[config.mk]
export PLATFORM = sky130hd
export DESIGN_NAME = uart_tx_flow
export DESIGN_NICKNAME = d
export VERILOG_FILES = /design/src/rtl/uart_tx_flow.sv
export SDC_FILE = /design/constraint.sdc
export NUM_CORES = 1
export LEC_CHECK = 0
export ABC_AREA = 1
export CAP_MARGIN = 0
export CORE_MARGIN = 3
export CORE_UTILIZATION = 60
export DETAILED_ROUTE_END_ITERATION = 12
export GPL_TIMING_DRIVEN = 0
export HOLD_SLACK_MARGIN = 0.02
export PLACE_DENSITY = 0.85
export SYNTH_ARGS = -nofsm -noshare
export SYNTH_HDL_FRONTEND = slang
export SYNTH_SLANG_ARGS = --single-unit
export TNS_END_PERCENT = 20
[constraint.sdc]
create_clock -name clk -period 3.3 [get_ports clk]
set_input_delay 0.495 -clock clk [delete_from_list [all_inputs] [get_ports clk]]
set_output_delay 0.495 -clock clk [all_outputs]
set_load 0.01 [all_outputs]
[src/rtl/uart_tx_flow.sv]
module uart_tx_flow #(
  parameter int DIV_W = 8
) (
  input  logic             clk,
  input  logic             rst_n,
  input  logic [1:0]       clk_sel,
  input  logic             ext_tick,
  input  logic [DIV_W-1:0] divisor,
  input  logic [1:0]       char_len,
  input  logic [1:0]       parity_mode,
  input  logic             two_stop,
  input  logic             tx_en,
  input  logic             cts_en,
  input  logic             cts_n,
  input  logic             irq_sel,
  input  logic             wr_en,
  input  logic [8:0]       wr_data,
  output logic             buf_empty,
  output logic             tx_out,
  output logic             irq
);
  localparam int FRAME_W = 13;
  localparam int CNT_W   = $clog2(FRAME_W + 1);

  logic [8:0]         buf_q;
  logic               busy;
  logic [FRAME_W-1:0] sh, ld;
  logic [CNT_W-1:0]   nbits, bit_cnt, ld_n;
  logic [4:0]         pre_cnt, pre_lim;
  logic [DIV_W-1:0]   div_cnt;
  logic [3:0]         os_cnt;
  logic               src_tick, os_tick, bit_done, last_bit, start, par_en, pbit;
  int                 len;

  assign len      = (char_len == 2'd0) ? 7 : (char_len == 2'd1) ? 8 : 9;
  assign par_en   = (parity_mode == 2'd1) || (parity_mode == 2'd2);
  assign pre_lim  = (clk_sel == 2'd1) ? 5'd7 : (clk_sel == 2'd2) ? 5'd31 : 5'd0;
  assign src_tick = (clk_sel == 2'd3) ? ext_tick : (pre_cnt == pre_lim);
  assign os_tick  = src_tick && (div_cnt == divisor);
  assign bit_done = os_tick && (os_cnt == 4'd15);
  assign last_bit = bit_done && (bit_cnt == nbits - CNT_W'(1));
  assign start    = !busy && !buf_empty && tx_en && (!cts_en || !cts_n);
  assign tx_out   = busy ? sh[0] : 1'b1;

  always_comb begin
    logic [8:0] d;
    d = buf_q;
    if (char_len == 2'd0) d[8:7] = 2'b00;
    else if (char_len == 2'd1) d[8] = 1'b0;
    pbit = (parity_mode == 2'd1) ? ~^d : ^d;
    ld = '1;
    ld[0] = 1'b0;
    for (int i = 0; i < 9; i++)
      if (i < len) ld[i+1] = d[i];
    if (par_en) ld[len+1] = pbit;
    ld_n = CNT_W'(len + 2 + (par_en ? 1 : 0) + (two_stop ? 1 : 0));
  end

  always_ff @(posedge clk or negedge rst_n) begin
    if (!rst_n) begin
      buf_q     <= '0;
      buf_empty <= 1'b1;
      busy      <= 1'b0;
      sh        <= '1;
      nbits     <= '0;
      bit_cnt   <= '0;
      pre_cnt   <= '0;
      div_cnt   <= '0;
      os_cnt    <= '0;
      irq       <= 1'b0;
    end else begin
      irq <= 1'b0;
      if (start) begin
        sh        <= ld;
        nbits     <= ld_n;
        bit_cnt   <= '0;
        pre_cnt   <= '0;
        div_cnt   <= '0;
        os_cnt    <= '0;
        busy      <= 1'b1;
        buf_empty <= 1'b1;
        irq       <= !irq_sel;
      end else if (busy) begin
        pre_cnt <= src_tick ? 5'd0 : pre_cnt + 5'd1;
        if (src_tick) div_cnt <= (div_cnt == divisor) ? '0 : div_cnt + DIV_W'(1);
        if (os_tick) os_cnt <= os_cnt + 4'd1;
        if (bit_done) begin
          sh      <= {1'b1, sh[FRAME_W-1:1]};
          bit_cnt <= bit_cnt + CNT_W'(1);
        end
        if (last_bit) begin
          busy <= 1'b0;
          irq  <= irq_sel;
        end
      end
      if (wr_en) begin
        buf_q     <= wr_data;
        buf_empty <= 1'b0;
      end
    end
  end

  assert_start_low_R2: assert property (@(posedge clk) disable iff (!rst_n)
    $rose(busy) |-> !tx_out);
  assert_bit_in_range_R3: assert property (@(posedge clk) disable iff (!rst_n)
    busy |-> (bit_cnt < nbits));
  assert_last_stop_high_R5: assert property (@(posedge clk) disable iff (!rst_n)
    $fell(busy) |-> $past(tx_out));
  assert_handoff_empties_R7: assert property (@(posedge clk) disable iff (!rst_n)
    ($rose(busy) && !$past(wr_en)) |-> buf_empty);
  assert_start_gate_R8: assert property (@(posedge clk) disable iff (!rst_n)
    $rose(busy) |-> ($past(tx_en) && (!$past(cts_en) || !$past(cts_n))));
  assert_irq_single_R10: assert property (@(posedge clk) disable iff (!rst_n)
    irq |=> !irq);
endmodule

# ---- Yosys cells after proc, flatten, opt, wreduce, memory -nomap -nowiden
# Index checks and enable logic that the tools add are counted.
dict set report op_classes {
  div 0
  muxes 49
  order_cmp 11
  mul 0
  n_reduce_logical 25
  addsub 9
  bitwise 0
  shifts 0
  n_eq_ne 10
}
# op count
set op_table {}
lappend op_table {{13-bit two-way mux} 4}
lappend op_table {{8-bit two-way mux} 4}
lappend op_table {{4-bit two-way mux} 7}
lappend op_table {{1-bit two-way mux} 27}
lappend op_table {{5-bit two-way mux} 5}
lappend op_table {{3-bit by 4-bit < comparator with 1-bit output, first input constant} 4}
lappend op_table {{13-bit bitwise mux} 1}
lappend op_table {{2-bit nonzero test} 5}
lappend op_table {{9-bit XNOR reduction} 1}
lappend op_table {{9-bit parity} 1}
lappend op_table {{4-bit by 1-bit adder with 4-bit output} 2}
lappend op_table {{4-bit by 1-bit adder with 4-bit output, second input constant} 2}
lappend op_table {{8-bit by 1-bit adder with 8-bit output, second input constant} 1}
lappend op_table {{8-bit == test} 1}
lappend op_table {{1-bit by 4-bit < comparator with 1-bit output, first input constant} 2}
lappend op_table {{2-bit by 4-bit < comparator with 1-bit output, first input constant} 2}
lappend op_table {{1-bit logical AND} 7}
lappend op_table {{2-bit by 1-bit == test with 1-bit output, second input constant} 3}
lappend op_table {{2-bit == test, second input constant} 3}
lappend op_table {{2-bit AND reduction} 3}
lappend op_table {{4-bit by 1-bit adder with 5-bit output, second input constant} 1}
lappend op_table {{5-bit by 1-bit adder with 5-bit output, second input constant} 1}
lappend op_table {{5-bit == test} 1}
lappend op_table {{5-bit by 1-bit >= comparator with 1-bit output, second input constant} 1}
lappend op_table {{10 further kinds} 15}
dict set report word_totals {
  latchBits 0
  mem_bits_ro 0
  n_memories 0
  ram_bits 0
  wordCells 114
  reg_bits 50
  output_inout_bits 3
  input_bits 32
}

# ---- Longest topological paths before layout
dict set report depth {
  word_depth 11
  ltp_mapped 14
  depth_no_buf 14
}

# ---- Worst setup path before layout
# Ideal clock, no wire load.
dict set report synth_timing {
  kind {input -> register}
  from {in clk_sel[0]}
  to {reg bit_cnt[2]}
  setup_ps 127
  path_buffers 1
  required_time_ps 3173
  path_stages 14
  setup_slack_ps 1474
  arrival_ps 1699
  cell_sequence {inv_1 -> ha_1 -> inv_1 -> nor2_1 -> nand3_1 -> nand2_1 -> nand2_1 -> nand2_1 -> nand4_4 -> nand2_4 -> inv_2 -> buf_6 -> nand2_1 -> o31ai_1}
}
dict set report synth_via {
  elab_chain_len 9
  elab_cells_between_ends 11
  cone_classes {eq/ne: 4; mux: 3; reduce/logical: 4}
}
# element line_no
set synth_rtl {}
lappend synth_rtl {{start: declaration} 6} ;# input logic [1:0] clk_sel,
lappend synth_rtl {{2-bit == test} 37} ;# assign pre_lim = (clk_sel == 2'd1) ? 5'd7 : (clk_sel == 2'd2) ? 5'd31 : 5'd0;
lappend synth_rtl {{5-bit two-way mux (2 in a row)} 37}
lappend synth_rtl {{5-bit == test} 38} ;# assign src_tick = (clk_sel == 2'd3) ? ext_tick : (pre_cnt == pre_lim);
lappend synth_rtl {{1-bit two-way mux *} 38}
lappend synth_rtl {{1-bit logical AND *} 39} ;# assign os_tick = src_tick && (div_cnt == divisor);
lappend synth_rtl {{1-bit logical AND *} 40} ;# assign bit_done = os_tick && (os_cnt == 4'd15);
lappend synth_rtl {{2-bit nonzero test (no source line) *} -}
lappend synth_rtl {{2-bit AND reduction (no source line) *} -}
lappend synth_rtl {{end signal: assignment} 89} ;# bit_cnt <= bit_cnt + CNT_W'(1);
lappend synth_rtl {{end: declaration} 28} ;# logic [CNT_W-1:0] nbits, bit_cnt, ld_n;
# Every way passes the cells marked *; elsewhere a longest branch is shown, timed or not.
# A chain may end at the register's enable or synchronous reset.

# ---- Final worst setup path
# Same ends and word-level chain as after synthesis.

==> flow_summary.toml <==
[status]
status = "completed"

[floorplan]
start_util_pct = 64.5
core_um2 = 4530
ios = 35
dieArea_um2 = 5750
die_h_um = 75.8
num_rows = 24
die_x_um = 75.8

[detailed_routing]
routed_wl_um = 5830
antenna_left = 0
firstDrtPassIters = 4
wl_per_cell_um = 11.9
drc = 0
drt_iter0_markers = 127
dr_total_vias = 2492
vias_per_cell = 5.10

[sta]
worst_slack_ns = 1.10
skew_ns = 0.00794
period_needed_ns = 2.20
post-route-period-util_pct = 66.6
hold_violations = 0
fin_hold_ws_ns = 0.153
worstMarginPinSlew_ns = 0.514
max_freq_ghz = 0.455
rsz0062_at_grt = "false"
setup_viol = 0
tns_ns = 0
report.final.slew_viol_count = 0
slew_headroom_pct = 65.7

[grt]
grt_pass1_wl_um = 9890
grt_max_degree = 31
first_global_vias = 2393
antenna_found_initial = 0
grt_usage_pct = 22.7
grt_overflow = 0

[worst_setup_path]
start_kind = "input pin"
regToRegEndpoint = "busy$_DFF_PN0_"
cp_num_buf_inv = 5
reg2reg_depth = 9
crit_arrival_ns = 2.39
path_class = "in2reg"
crit_chain = "clkdlybuf4s50_1, inv_1, ha_1, inv_1, nor2_1, nand3_1, nand2_1, nand2_1, nand2_1, nand4_4, nand2_4, inv_2, buf_6, nand2_1, o31ai_1"
cp.required_ns = 3.49
startpoint = "clk_sel[0]"
max_stage_delay_ns = 0.49
reg2reg_slack_ns = 1.56
r2r-start = "nbits[0]$_DFFE_PN0P_"
crit_top_cell = "nand2_1"
cp_top_family = "simple AND/OR/NAND/NOR gates"
cp_max_fo = 10
cpMaxStageDelayCell = "clkdlybuf4s50_1"
end_kind = "register"

[clock_network]
cts_tree = "yes"
cts.path.max_buffers = 2
ctsHoldBuffers = 0
worst_skew_pair.late_latency_ns = 0.30
cts_resized = 0
clkTransAtPathRegs_ns = 0.09
post_cts_buffers = 0
cts_buffers = 5
htree_levels = 2
cts_sinks = 50
cts-root-buf = "clkbuf_8"

[placed_design]
place_hpwl_um = 4550
place_area_um2 = 3350
place_inst = 482
place_ws_ns = 0.766
gp_congestion = 0.816
port_buffers = 33

[flow_run]
maxCapViolations = 0

[pwr]
ir_drop_v = 0.000275
powerDensity_nw_per_um2 = 628
p_leak_nw = 1.75
total_power_mw = 2.15

[layout]
layout.cells.non_filler = 489
fin_nets = 466
finalInstanceArea_um2 = 3430
syn_to_final_growth_pct = 17.2
n_antenna_cell = 0
finish.utilization_pct = 75.6
drive_above_1_share_pct = 11.8

[synthesis]
syn_nets = 425
synth_cells = 383
avgSynthCellArea_um2 = 7.64
synth.distinct_cells = 32
ys_seq_area_share_pct = 43.4
synth_seq_cells = 50
ys_warn_count = 0
synth_area_um2 = 2930

[worst_hold_path]
hp-class = "in2async"
## power breakdown
part           leakage, nW  total [mW]  switching, mW  internal, mW
Combinational         1.12       0.795          0.457         0.338
Sequential           0.589        1.02          0.167         0.856
Clock               0.0383       0.336          0.189         0.146
## worst register-to-register path: stages, from the launching register on
cell     delay, ns
dfrtp_1       0.41
inv_1         0.06
ha_1          0.21
xnor2_1       0.18
xor2_1        0.17
nand2_1       0.08
nor3_1        0.29
nand2_1       0.11
nand2_1       0.07
nand2_1       0.05
## synthesized netlist by cell type (all sizes together)
cell type	n	area, um2
o21ai	35	175
nand2	130	510
buf	4	32.5
fa	1	20.0
a21oi	9	45.0
dfstp	14	368
dfrtp	36	901
xor2	7	61.3
nor3	5	25.0
or2	1	6.26
nand3	24	125
nor2	24	124
o21bai	1	7.51
o31ai	2	15.0
xnor2	7	61.3
ha	9	113
inv	61	229
and3	2	12.5
clkbuf	3	11.3
o211ai	2	15.0
o21a	1	7.51
nand4	5	61.3
## kinds of logic (layout without fill, tap and decap cells)
group	Yosys count	after routing	synth area share (%)
compound gates	50	50	9.06
simple gates	191	191	29.5
xor+xnor	14	14	4.19
buf+inv	68	109	9.32
fa+ha+maj	10	10	4.53
flops	50	50	43.4
## worst max-delay path by stage
stage,endpoint,slack (ns),cells after the start
2_1_floorplan,bit_cnt[2]$_DFFE_PN0P_,1.47,14
3_3_place_gp,buf_q[7]$_DFFE_PN0P_,0.31,1
3_5_place_dp,bit_cnt[2]$_DFFE_PN0P_,0.77,15
4_1_cts,bit_cnt[2]$_DFFE_PN0P_,1.09,15
5_1_grt,bit_cnt[2]$_DFFE_PN0P_,0.92,15
6_report,bit_cnt[2]$_DFFE_PN0P_,1.10,15
## registers in the layout, summed over array words and instances (netlist names)
register	flops
buf_q	9
pre_cnt	5
sh	13
bit_cnt	4
busy	1
irq	1
div_cnt	8
buf_empty	1
os_cnt	4
nbits	4
## cell type report
class,count,area (um2)
buffer,7,43.8
clock buffer,7,76.3
inverter,61,229
tap,65,81.3
timing repair buffer,34,345
sequential,50,1270
multi-input combinational,265,1390
fill,344,1100
## routing by layer
layer  GRT usage, %  share of wire [%]  vias up
li1               -                  -     1286
met1           25.1                 43     1150
met2           42.4                 52       45
met3           4.75                3.7       11
met4           7.77                1.6        0
met5              0                  0        -
## cells in the final DEF (no fill, tap or decap), drive strengths merged, types with 2 or more instances in the layout
cell type      instances
and3                   2
nand2                130
dfrtp                 36
xnor2                  7
o21ai                 35
nor3                   5
nor2                  24
ha                     9
nand4                  5
inv                   61
xor2                   7
o211ai                 2
o31ai                  2
clkdlybuf4s50         32
clkbuf                10
a21oi                  9
nand3                 24
buf                    6
dfstp                 14
Note: power is estimated with default switching activity, not from simulation.
